**config.mk**
```make
export PLATFORM = sky130hd
export DESIGN_NAME = rfid_read_responder
export DESIGN_NICKNAME = d
export VERILOG_FILES = /design/src/rtl/rfid_rd_pkg.sv /design/src/rtl/rfid_rd_datapath.sv /design/src/rtl/rfid_rd_control.sv /design/src/rtl/rfid_read_responder.sv
export SDC_FILE = /design/constraint.sdc
export NUM_CORES = 1
export LEC_CHECK = 0
export BUFFER_PORTS_ARGS = -buffer_cell sky130_fd_sc_hd__buf_2
export CAP_MARGIN = 15
export CORE_MARGIN = 2
export CORE_UTILIZATION = 50
export CTS_CLUSTER_DIAMETER = 120
export DETAILED_ROUTE_END_ITERATION = 10
export PLACE_DENSITY = 0.71
export SLEW_MARGIN = 30
export SYNTH_ARGS = -nofsm -noshare
export SYNTH_HDL_FRONTEND = slang
export SYNTH_SLANG_ARGS = --single-unit
```
**constraint.sdc**
```tcl
create_clock -name clk -period 2.6 [get_ports clk]
set_input_delay 0.52 -clock clk [delete_from_list [all_inputs] [get_ports clk]]
set_output_delay 0.52 -clock clk [all_outputs]
set_load 0.02 [all_outputs]
```
**src/rtl/rfid_rd_pkg.sv**
```systemverilog
package rfid_rd_pkg;
  parameter int CMD_W    = 4;
  parameter int ADDR_W   = 6;
  parameter int WORD_W   = 32;
  parameter int CRC_W    = 16;
  parameter int SOFLEN_W = 4;

  parameter logic [CMD_W-1:0] READ_CODE = 4'b0001;
  parameter logic [CMD_W-1:0] ERR_CODE  = 4'b1110;
  parameter logic [CRC_W-1:0] CRC_POLY  = 16'h1021;
  parameter logic [CRC_W-1:0] CRC_INIT  = 16'hFFFF;

  typedef enum logic [2:0] {
    ST_IDLE, ST_SOF, ST_DATA, ST_CRC, ST_ERR
  } respState_t;

  typedef struct packed {
    logic rxEn;
    logic rxClear;
    logic startResp;
    logic loadWord;
    logic shiftData;
    logic shiftCrc;
    logic shiftErr;
  } ctrlStrobes_t;

  function automatic logic [CRC_W-1:0] crcStep(input logic [CRC_W-1:0] c, input logic b);
    logic fb;
    fb = c[CRC_W-1] ^ b;
    return {c[CRC_W-2:0], 1'b0} ^ (fb ? CRC_POLY : '0);
  endfunction
endpackage

```
**src/rtl/rfid_rd_datapath.sv**
```systemverilog
module rfid_rd_datapath
  import rfid_rd_pkg::*;
#(
  parameter int P_CMD_W  = CMD_W,
  parameter int P_ADDR_W = ADDR_W,
  parameter int P_WORD_W = WORD_W,
  parameter int P_CRC_W  = CRC_W
) (
  input  logic                clk,
  input  logic                rstN,
  input  ctrlStrobes_t        strobe,
  input  logic                rxBit,
  input  logic                rxValid,
  input  logic                crcRequired,
  input  logic [P_WORD_W-1:0] memRdata,
  output logic [P_ADDR_W-1:0] memAddr,
  output logic                cmdAccept,
  output logic                cmdRangeErr,
  output logic                lastWord,
  output logic                dataBit,
  output logic                crcBit,
  output logic                errBit
);
  localparam int FRAME_SHORT = P_CMD_W + 2 * P_ADDR_W;
  localparam int FRAME_LONG  = FRAME_SHORT + P_CRC_W;
  localparam int CNT_W       = $clog2(FRAME_LONG + 2);

  logic [FRAME_LONG-1:0] rxShift;
  logic [CNT_W-1:0]      rxCount;
  logic [P_CRC_W-1:0]    rxCrc;
  logic [P_ADDR_W-1:0]   startAddr, endAddr, wordAddr, fetchAddr;
  logic [P_WORD_W-1:0]   shiftReg;
  logic [P_CRC_W-1:0]    txCrc;
  logic [P_CMD_W-1:0]    errShift;

  logic                  isShort, isLong;
  logic [P_CMD_W-1:0]    decCode;
  logic [P_ADDR_W-1:0]   decStart, decEnd;
  logic                  crcOk;

  // Frame decode: field positions depend on whether a CRC trailer was sent
  always_comb begin
    isShort = (rxCount == CNT_W'(FRAME_SHORT));
    isLong  = (rxCount == CNT_W'(FRAME_LONG));
    if (isLong) begin
      decCode  = rxShift[FRAME_LONG-1 -: P_CMD_W];
      decStart = rxShift[P_CRC_W+2*P_ADDR_W-1 -: P_ADDR_W];
      decEnd   = rxShift[P_CRC_W+P_ADDR_W-1 -: P_ADDR_W];
      crcOk    = (rxCrc == '0);
    end else begin
      decCode  = rxShift[FRAME_SHORT-1 -: P_CMD_W];
      decStart = rxShift[2*P_ADDR_W-1 -: P_ADDR_W];
      decEnd   = rxShift[P_ADDR_W-1:0];
      crcOk    = !crcRequired;
    end
    cmdAccept   = (isShort || isLong) && (decCode == READ_CODE) && crcOk;
    cmdRangeErr = (decEnd < decStart);
  end

  // Receive side: the running CRC over post-code bits doubles as the uplink seed
  always_ff @(posedge clk) begin
    if (!rstN) begin
      rxShift <= '0;
      rxCount <= '0;
      rxCrc   <= CRC_INIT;
    end else if (strobe.rxClear) begin
      rxCount <= '0;
      rxCrc   <= CRC_INIT;
    end else if (strobe.rxEn && rxValid) begin
      rxShift <= {rxShift[FRAME_LONG-2:0], rxBit};
      if (rxCount != '1) rxCount <= rxCount + 1'b1;
      if (rxCount >= CNT_W'(P_CMD_W)) rxCrc <= crcStep(rxCrc, rxBit);
    end
  end

  // Transmit side
  always_ff @(posedge clk) begin
    if (!rstN) begin
      startAddr <= '0;
      endAddr   <= '0;
      wordAddr  <= '0;
      fetchAddr <= '0;
      shiftReg  <= '0;
      txCrc     <= CRC_INIT;
      errShift  <= '0;
    end else begin
      if (strobe.startResp) begin
        startAddr <= decStart;
        endAddr   <= decEnd;
        fetchAddr <= decStart;
        txCrc     <= rxCrc;
        errShift  <= ERR_CODE;
      end
      if (strobe.shiftData) begin
        shiftReg <= {shiftReg[P_WORD_W-2:0], 1'b0};
        txCrc    <= crcStep(txCrc, shiftReg[P_WORD_W-1]);
      end
      if (strobe.loadWord) begin
        shiftReg  <= memRdata;
        wordAddr  <= fetchAddr;
        fetchAddr <= fetchAddr + 1'b1;
      end
      if (strobe.shiftCrc) txCrc    <= {txCrc[P_CRC_W-2:0], 1'b0};
      if (strobe.shiftErr) errShift <= {errShift[P_CMD_W-2:0], 1'b0};
    end
  end

  assign memAddr  = fetchAddr;
  assign lastWord = (wordAddr == endAddr);
  assign dataBit  = shiftReg[P_WORD_W-1];
  assign crcBit   = txCrc[P_CRC_W-1];
  assign errBit   = errShift[P_CMD_W-1];

  // receiver state does not move while control holds it frozen
  p_rx_frozen_r9: assert property (@(posedge clk) disable iff (!rstN)
    !strobe.rxEn |=> $stable(rxShift) && $stable(rxCount));

  // after a word load the fetch pointer is already one word ahead
  p_fetch_ahead_r5: assert property (@(posedge clk) disable iff (!rstN)
    strobe.loadWord |=> (fetchAddr == wordAddr + 1'b1));

  // a response is only started from a decoded, accepted command
  p_start_valid_r1: assert property (@(posedge clk) disable iff (!rstN)
    strobe.startResp |-> (decCode == READ_CODE) && (isShort || isLong));
endmodule

```
**src/rtl/rfid_rd_control.sv**
```systemverilog
module rfid_rd_control
  import rfid_rd_pkg::*;
#(
  parameter int P_CMD_W    = CMD_W,
  parameter int P_WORD_W   = WORD_W,
  parameter int P_CRC_W    = CRC_W,
  parameter int P_SOFLEN_W = SOFLEN_W
) (
  input  logic                  clk,
  input  logic                  rstN,
  input  logic                  rxEnd,
  input  logic [P_SOFLEN_W-1:0] sofLen,
  input  logic                  cmdAccept,
  input  logic                  cmdRangeErr,
  input  logic                  lastWord,
  input  logic                  dataBit,
  input  logic                  crcBit,
  input  logic                  errBit,
  output ctrlStrobes_t          strobe,
  output logic                  txBit,
  output logic                  txActive,
  output logic                  txSof,
  output logic                  txLast
);
  localparam int CNT_W   = $clog2(P_WORD_W);
  localparam int SOF_MIN = 3;
  localparam int SOF_MAX = 10;

  respState_t              state;
  logic [CNT_W-1:0]        cnt;
  logic                    isErr;
  logic [P_SOFLEN_W-1:0]   sofEff;
  logic                    sofDone, wordDone, crcDone, errDone;

  always_comb begin
    if (sofLen < P_SOFLEN_W'(SOF_MIN))      sofEff = P_SOFLEN_W'(SOF_MIN);
    else if (sofLen > P_SOFLEN_W'(SOF_MAX)) sofEff = P_SOFLEN_W'(SOF_MAX);
    else                                    sofEff = sofLen;
    sofDone  = (cnt == CNT_W'(sofEff - 1'b1));
    wordDone = (cnt == CNT_W'(P_WORD_W - 1));
    crcDone  = (cnt == CNT_W'(P_CRC_W - 1));
    errDone  = (cnt == CNT_W'(P_CMD_W - 1));
  end

  always_comb begin
    strobe = '0;
    unique case (state)
      ST_IDLE: begin
        strobe.rxEn      = 1'b1;
        strobe.rxClear   = rxEnd;
        strobe.startResp = rxEnd && cmdAccept;
      end
      ST_SOF:  strobe.loadWord = sofDone && !isErr;
      ST_DATA: begin
        strobe.shiftData = 1'b1;
        strobe.loadWord  = wordDone && !lastWord;
      end
      ST_CRC:  strobe.shiftCrc = 1'b1;
      ST_ERR:  strobe.shiftErr = 1'b1;
      default: strobe = '0;
    endcase
  end

  always_ff @(posedge clk) begin
    if (!rstN) begin
      state <= ST_IDLE;
      cnt   <= '0;
      isErr <= 1'b0;
    end else begin
      unique case (state)
        ST_IDLE: if (rxEnd && cmdAccept) begin
          state <= ST_SOF;
          cnt   <= '0;
          isErr <= cmdRangeErr;
        end
        ST_SOF: if (sofDone) begin
          cnt   <= '0;
          state <= isErr ? ST_ERR : ST_DATA;
        end else cnt <= cnt + 1'b1;
        ST_DATA: if (wordDone) begin
          cnt <= '0;
          if (lastWord) state <= ST_CRC;
        end else cnt <= cnt + 1'b1;
        ST_CRC: if (crcDone) begin
          cnt   <= '0;
          state <= ST_IDLE;
        end else cnt <= cnt + 1'b1;
        ST_ERR: if (errDone) begin
          cnt   <= '0;
          state <= ST_IDLE;
        end else cnt <= cnt + 1'b1;
        default: state <= ST_IDLE;
      endcase
    end
  end

  always_comb begin
    txActive = (state != ST_IDLE);
    txSof    = (state == ST_SOF);
    txLast   = (state == ST_CRC && crcDone) || (state == ST_ERR && errDone);
    unique case (state)
      ST_SOF:  txBit = 1'b1;
      ST_DATA: txBit = dataBit;
      ST_CRC:  txBit = crcBit;
      ST_ERR:  txBit = errBit;
      default: txBit = 1'b0;
    endcase
  end

  // the start-of-frame is always followed by a body
  p_sof_then_body_r4: assert property (@(posedge clk) disable iff (!rstN)
    $fell(txSof) |-> txActive);

  // the final bit ends the response
  p_last_ends_r8: assert property (@(posedge clk) disable iff (!rstN)
    txLast |=> !txActive);

  // the CRC section is entered only from the data section
  p_crc_after_data_r6: assert property (@(posedge clk) disable iff (!rstN)
    (state == ST_CRC) |-> $past(state == ST_DATA || state == ST_CRC));

  // an error response never touches the block array
  p_err_no_load_r7: assert property (@(posedge clk) disable iff (!rstN)
    isErr && txActive |-> !strobe.loadWord);
endmodule

```
**src/rtl/rfid_read_responder.sv**
```systemverilog
module rfid_read_responder
  import rfid_rd_pkg::*;
(
  input  logic                clk,
  input  logic                rstN,
  input  logic                rxBit,
  input  logic                rxValid,
  input  logic                rxEnd,
  input  logic                crcRequired,
  input  logic [SOFLEN_W-1:0] sofLen,
  output logic [ADDR_W-1:0]   memAddr,
  input  logic [WORD_W-1:0]   memRdata,
  output logic                txBit,
  output logic                txActive,
  output logic                txSof,
  output logic                txLast
);
  ctrlStrobes_t strobe;
  logic cmdAccept, cmdRangeErr, lastWord, dataBit, crcBit, errBit;

  rfid_rd_datapath #(
    .P_CMD_W(CMD_W), .P_ADDR_W(ADDR_W), .P_WORD_W(WORD_W), .P_CRC_W(CRC_W)
  ) i_datapath (
    .clk(clk), .rstN(rstN), .strobe(strobe), .rxBit(rxBit), .rxValid(rxValid),
    .crcRequired(crcRequired), .memRdata(memRdata), .memAddr(memAddr),
    .cmdAccept(cmdAccept), .cmdRangeErr(cmdRangeErr), .lastWord(lastWord),
    .dataBit(dataBit), .crcBit(crcBit), .errBit(errBit)
  );

  rfid_rd_control #(
    .P_CMD_W(CMD_W), .P_WORD_W(WORD_W), .P_CRC_W(CRC_W), .P_SOFLEN_W(SOFLEN_W)
  ) i_control (
    .clk(clk), .rstN(rstN), .rxEnd(rxEnd), .sofLen(sofLen),
    .cmdAccept(cmdAccept), .cmdRangeErr(cmdRangeErr), .lastWord(lastWord),
    .dataBit(dataBit), .crcBit(crcBit), .errBit(errBit), .strobe(strobe),
    .txBit(txBit), .txActive(txActive), .txSof(txSof), .txLast(txLast)
  );
endmodule

```
# After elaboration in Yosys (flattened, before gate mapping)

Index checks and enable logic that the tools add are counted.

Add/sub/neg operators: 4
Magnitude comparators: 4
Equal/unequal tests: 19
Multiplexer cells: 37
Bitwise logic cells: 6
Reduce and logical (&&, ||, !) cells: 28

Operator list:

| cell                  | number |
|---|---|
| $mux W32              | 2 |
| $mux W16              | 3 |
| $xor A16 B16 Y16      | 2 |
| $mux W13              | 2 |
| $mux W5               | 5 |
| $pmux W5 S5           | 1 |
| $mux W3               | 8 |
| $mux W6               | 4 |
| $mux W4               | 5 |
| $logic_not A16 Y1     | 1 |
| $pmux W3 S5           | 1 |
| $add A6 B1 Y6 const B | 2 |
| $ne A2 B1 Y1 const B  | 6 |
| $reduce_and A2 Y1     | 5 |
| $logic_and A1 B1 Y1   | 8 |
| $eq A3 B2 Y1 const B  | 2 |
| $eq A6 B5 Y1 const B  | 1 |
| $eq A6 B6 Y1          | 1 |
| $eq A6 B6 Y1 const B  | 1 |
| $ge A6 B3 Y1 const B  | 1 |
| $lt A6 B6 Y1          | 1 |
| $ne A6 B6 Y1 const B  | 1 |
| $reduce_and A6 Y1     | 1 |
| $reduce_bool A2 Y1    | 3 |
| other kinds (22)      | 31 |

Bits in registers: 132
Input bits: 42
Word-level logic and storage cells: 110

# Depth between registers and ports, before layout

Depth after elaboration: 10
Mapped depth: 11

# By module

A second synthesis with hierarchy kept.

Cell total of the unflattened synthesis: 749
Area total of the unflattened synthesis: 6316.1 um^2

By module, submodules not included:

| module           | instances | cells each | area each (um^2) | sequential area each (um^2) |
|---|---|---|---|---|
| rfid_rd_datapath | 1         | 642        | 5499.0           | 2462.4 |
| rfid_rd_control  | 1         | 107        | 817.0            | 180.2 |

# Least setup slack after synthesis

Ideal clock, no wire load.

Path kind: reg-to-reg
Start: register i_datapath.rxCount[0]
End: register i_control.isErr
Arrival time: 2637 ps
Required time: 2539 ps
Slack: -97 ps
Cell stages (with the launch flop): 11
Path buffers: 1
Cell sequence: dfxtp_1 inv_1 ha_1 nor3b_1 nand2_1 buf_1 mux2_2 ha_1 a21o_1 a2111oi_0 a32o_1

Elaborated cells on any way between the ends: 13
Classes of those cells: order compare (1); eq/ne (3); mux (4); reduce/logical (5)

RTL lines:

| item                     | RTL line               | text |
|---|---|---|
| start: declaration       | rfid_rd_datapath.sv:29 | `logic [CNT_W-1:0] rxCount;` |
| start signal: assignment | rfid_rd_datapath.sv:71 | `if (rxCount != '1) rxCount <= rxCount + 1'b1;` |
| $eq A6 B6 Y1             | rfid_rd_datapath.sv:44 | `isLong = (rxCount == CNT_W'(FRAME_LONG));` |
| $mux W6                  | rfid_rd_datapath.sv:45 | `if (isLong) begin` |
| via i_datapath.decEnd[4] | rfid_rd_datapath.sv:38 | `logic [P_ADDR_W-1:0] decStart, decEnd;` |
| $lt A6 B6 Y1             | rfid_rd_datapath.sv:57 | `cmdRangeErr = (decEnd < decStart);` |
| end signal: assignment   | rfid_rd_control.sv:74  | `isErr <= cmdRangeErr;` |
| end: declaration         | rfid_rd_control.sv:31  | `logic isErr;` |

The timed path passes the listed nets, and every way through them passes these cells.
A chain may end at the register's enable or synchronous reset.

# Worst setup path in the final report

Start: register i_control.cnt[1]
End: output port txLast

Longest elaborated chain between the ends: 3
Elaborated cells on any way between the ends: 5
Classes of those cells: eq/ne (2); reduce/logical (3)

RTL lines:

| item                                                | RTL line                                     | text |
|---|---|---|
| start: declaration                                  | rfid_rd_control.sv:30                        | `logic [CNT_W-1:0] cnt;` |
| start signal: assignment                            | rfid_rd_control.sv:79                        | `end else cnt <= cnt + 1'b1;` |
| start signal: assignment                            | rfid_rd_control.sv:83                        | `end else cnt <= cnt + 1'b1;` |
| start signal: assignment                            | rfid_rd_control.sv:87                        | `end else cnt <= cnt + 1'b1;` |
| $eq A5 B4 Y1 / $eq A5 B2 Y1 (equally long branches) | rfid_rd_control.sv:41, rfid_rd_control.sv:42 |  |
| $logic_and A1 B1 Y1                                 | rfid_rd_control.sv:100                       | `txLast = (state == ST_CRC && crcDone) \|\| (state == ST_ERR && errDone);` |
| $logic_or A1 B1 Y1 *                                | rfid_rd_control.sv:100                       |  |
| end: declaration                                    | rfid_read_responder.sv:16                    | `output logic txLast` |

Every way passes the cells marked *; elsewhere a longest branch is shown, timed or not.

==> run metrics <==
fin crit period 2470 ps; Leak 3.09 nW; router iterations before antenna repair 5; cell count after synthesis approximately 770; Vias per Instance 5.70; peak fanout along the critical path 4; Post-route DRC 0; Die Y 117 um; worst skew pair latency 420 ps; CTS Root Cell clkbuf_16; number of global-route vias before repair between 5000 and 6000; Worst-path clk slew 60 ps; Yosys cell types just over 60; Worst-Margin Slew slightly below 700 ps; Critical Path Start Type flop; post-DP HPWL 10700 um; Die X 117 um; synthesis-to-finish area growth 20.1%; DR WL/cell 15.2 um; io pins 52; remaining antenna violation count 0; Mapped Area 6370 um^2; core area 12500 um^2; initial antenna violation count 0; non-filler instance count after layout 1016; Critical Path AT 1950 ps; Setup violations, final 0; starting density of the core 0.509; required time of the critical path 2080 ps; placed cells just under 1000; Pins Over Slew Limit 0; layout cell share with drive strength beyond 1 0.207; syn_nets 821; syn avg cell area 8.32 um^2; global-route wire length before repair 25500 um; RSZ-0062 raised after global routing false; die area 13700 um^2; maxcap violations 0; num rows 41; global router's overall resource usage 0.235; largest net degree at the start of global routing 59; grt total ovfl 0; Max IR drop VDD 0.375 mV; clock tree from TritonCTS yes; Hold WC Path Type input pin to flop; First DRT Iteration DRCs between 400 and 500; CP Capture Type primary output; status completed; Final Hold Fails 0; ys flop type dfxtp_1; fin crit share 0.950; final WL 15400 um; Max Clock Skew 7.28 ps; clock sink count 132; RD Place Congestion 0.867; Tot Pwr around 6 mW; vias 5790; critical path class flop to primary output; H-tree level count 4; Async SR Flop Fraction 0; IO buf count just over 50; Final nets 887; Synth warnings 0; Max Clk Rate 405 MHz; number of flops mapped to enable cells by yosys 0; #FFs+latches synth 132; antenna cells 0; normalized max-slew margin 0.541; CTS Buffer Depth 2; pwr dens 782 nW/um^2; Num CTS Buffers 17; Setup Buffers After CTS 0; post-synthesis sequential area ratio 0.415
kinds of logic after synthesis:
logic type | synth area share
xor gates and xnor gates | 0.0289
and+or+nand+nor | 0.230
AOI/OAI and AO/OA | 0.200
buffers and inverters | 0.0440
muxes | 0.0566
adders and majority gates | 0.0255
DFF | 0.415
synthesized netlist by cell type (all sizes together), types with 3 or more instances:
cell type / count / area share
a211oi: 3 / 0.0043
a21o: 3 / 0.0035
a21oi: 66 / 0.052
a311oi: 32 / 0.064
a31oi: 5 / 0.0069
and3: 6 / 0.0059
buf: 13 / 0.013
clkbuf: 41 / 0.024
dfxtp: 132 / 0.41
ha: 13 / 0.026
inv: 11 / 0.0065
mux2: 8 / 0.014
mux2i: 27 / 0.042
nand2: 148 / 0.087
nand2b: 7 / 0.0069
nand3: 21 / 0.016
nand3b: 3 / 0.0035
nand4: 6 / 0.0059
nor2: 70 / 0.041
nor2b: 4 / 0.0039
nor3: 26 / 0.021
nor3b: 4 / 0.0063
nor4: 11 / 0.011
nor4b: 4 / 0.0055
o211ai: 5 / 0.0059
o21ai: 39 / 0.031
o22ai: 3 / 0.0029
o31a: 3 / 0.0041
or2: 3 / 0.0029
xnor2: 8 / 0.011
xor2: 13 / 0.018
cells in the final DEF (no fill, tap or decap), types with 5 or more instances in the layout:
cell type	netlist	final
a21oi_1	66	66
a311oi_1	12	12
a311oi_2	20	20
and3_1	6	6
buf_2	8	51
buf_4	1	49
clkbuf_16	0	17
dfxtp_1	132	132
ha_1	13	13
inv_1	11	10
mux2_2	8	8
mux2i_1	27	27
nand2_1	148	147
nand2b_1	7	7
nand3_1	21	21
nand4_1	6	6
nor2_1	70	69
nor3_1	25	25
nor4_1	11	11
o211ai_1	5	5
o21ai_0	37	37
xnor2_1	8	8
xor2_1	13	13
flip-flops by register name (all words and copies together) (netlist names):
name and flops:
i_datapath.errShift 3, i_datapath.shiftReg 32, i_datapath.rxCount 6, i_control.isErr 1, i_datapath.endAddr 6, i_datapath.wordAddr 6
i_datapath.rxShift 32, i_datapath.rxCrc 16, i_control.cnt 5, i_control.state 3, i_datapath.txCrc 16, i_datapath.memAddr 6
per-layer routing:
| layer | wire (um) | part of all wire | GRT usage |
|---|---|---|---|
| met5 | 0 | 0 | 0 |
| met4 | 171 | 0.011 | 0.0729 |
| met3 | 569 | 0.037 | 0.0597 |
| met2 | 7580 | 0.49 | 0.395 |
| met1 | 7110 | 0.46 | 0.297 |
critical path, stage by stage (launching register included):
cell and delay (ps):
dfxtp_1 400, ha_1 260, or4b_1 520, o22ai_1 140
buf_2 210
stage by stage:
step	setup TNS [ps]	hold WS [ps]	instance area [um^2]	setup slack, ps	utilization
after detailed placement	-4260	459	7010	-161	0.560
after global placement	-238	443	7010	-40.3	0.560
after CTS	0	356	7640	8.64	0.611
final	0	372	7650	129	0.611
after global routing	0	378	7650	3.85	0.611
after floorplan	0	433	6370	76.1	-
what timing repair did:
item	4_1_cts	5_1_grt
resized for setup	0	3
endpoints found under the setup margin	0	1
hold buffers	0	0
layout make-up:
type                            count  area [um^2]
Sequential cell                   132         2640
Multi-Input combinational cell    569         3470
Tap cell                          172          215
Timing Repair Buffer              101          643
Fill cell                        1108         4860
Inverter                           11         42.5
Clock inverter                      9          150
Clock buffer                       22          484
worst paths after layout:
path                                                to  depth (start not counted)  slack, ps              startpoint
worst max-delay path                            txLast                          4        130        i_control.cnt[1]
worst min register to register  i_datapath.errShift[1]                          2        460  i_datapath.errShift[1]
worst max register to register         i_control.isErr                         10        200   i_datapath.rxCount[1]
worst min-delay path            i_datapath.shiftReg[0]                          3        370             memRdata[0]
power breakdown:
part	leakage, nW	switching (mW)	internal [mW]
clock	0.308	0.861	1.70
sequential	1.07	0.0851	2.12
combinational	1.72	0.792	0.435
No activity file was read; power rests on OpenSTA's default activity.
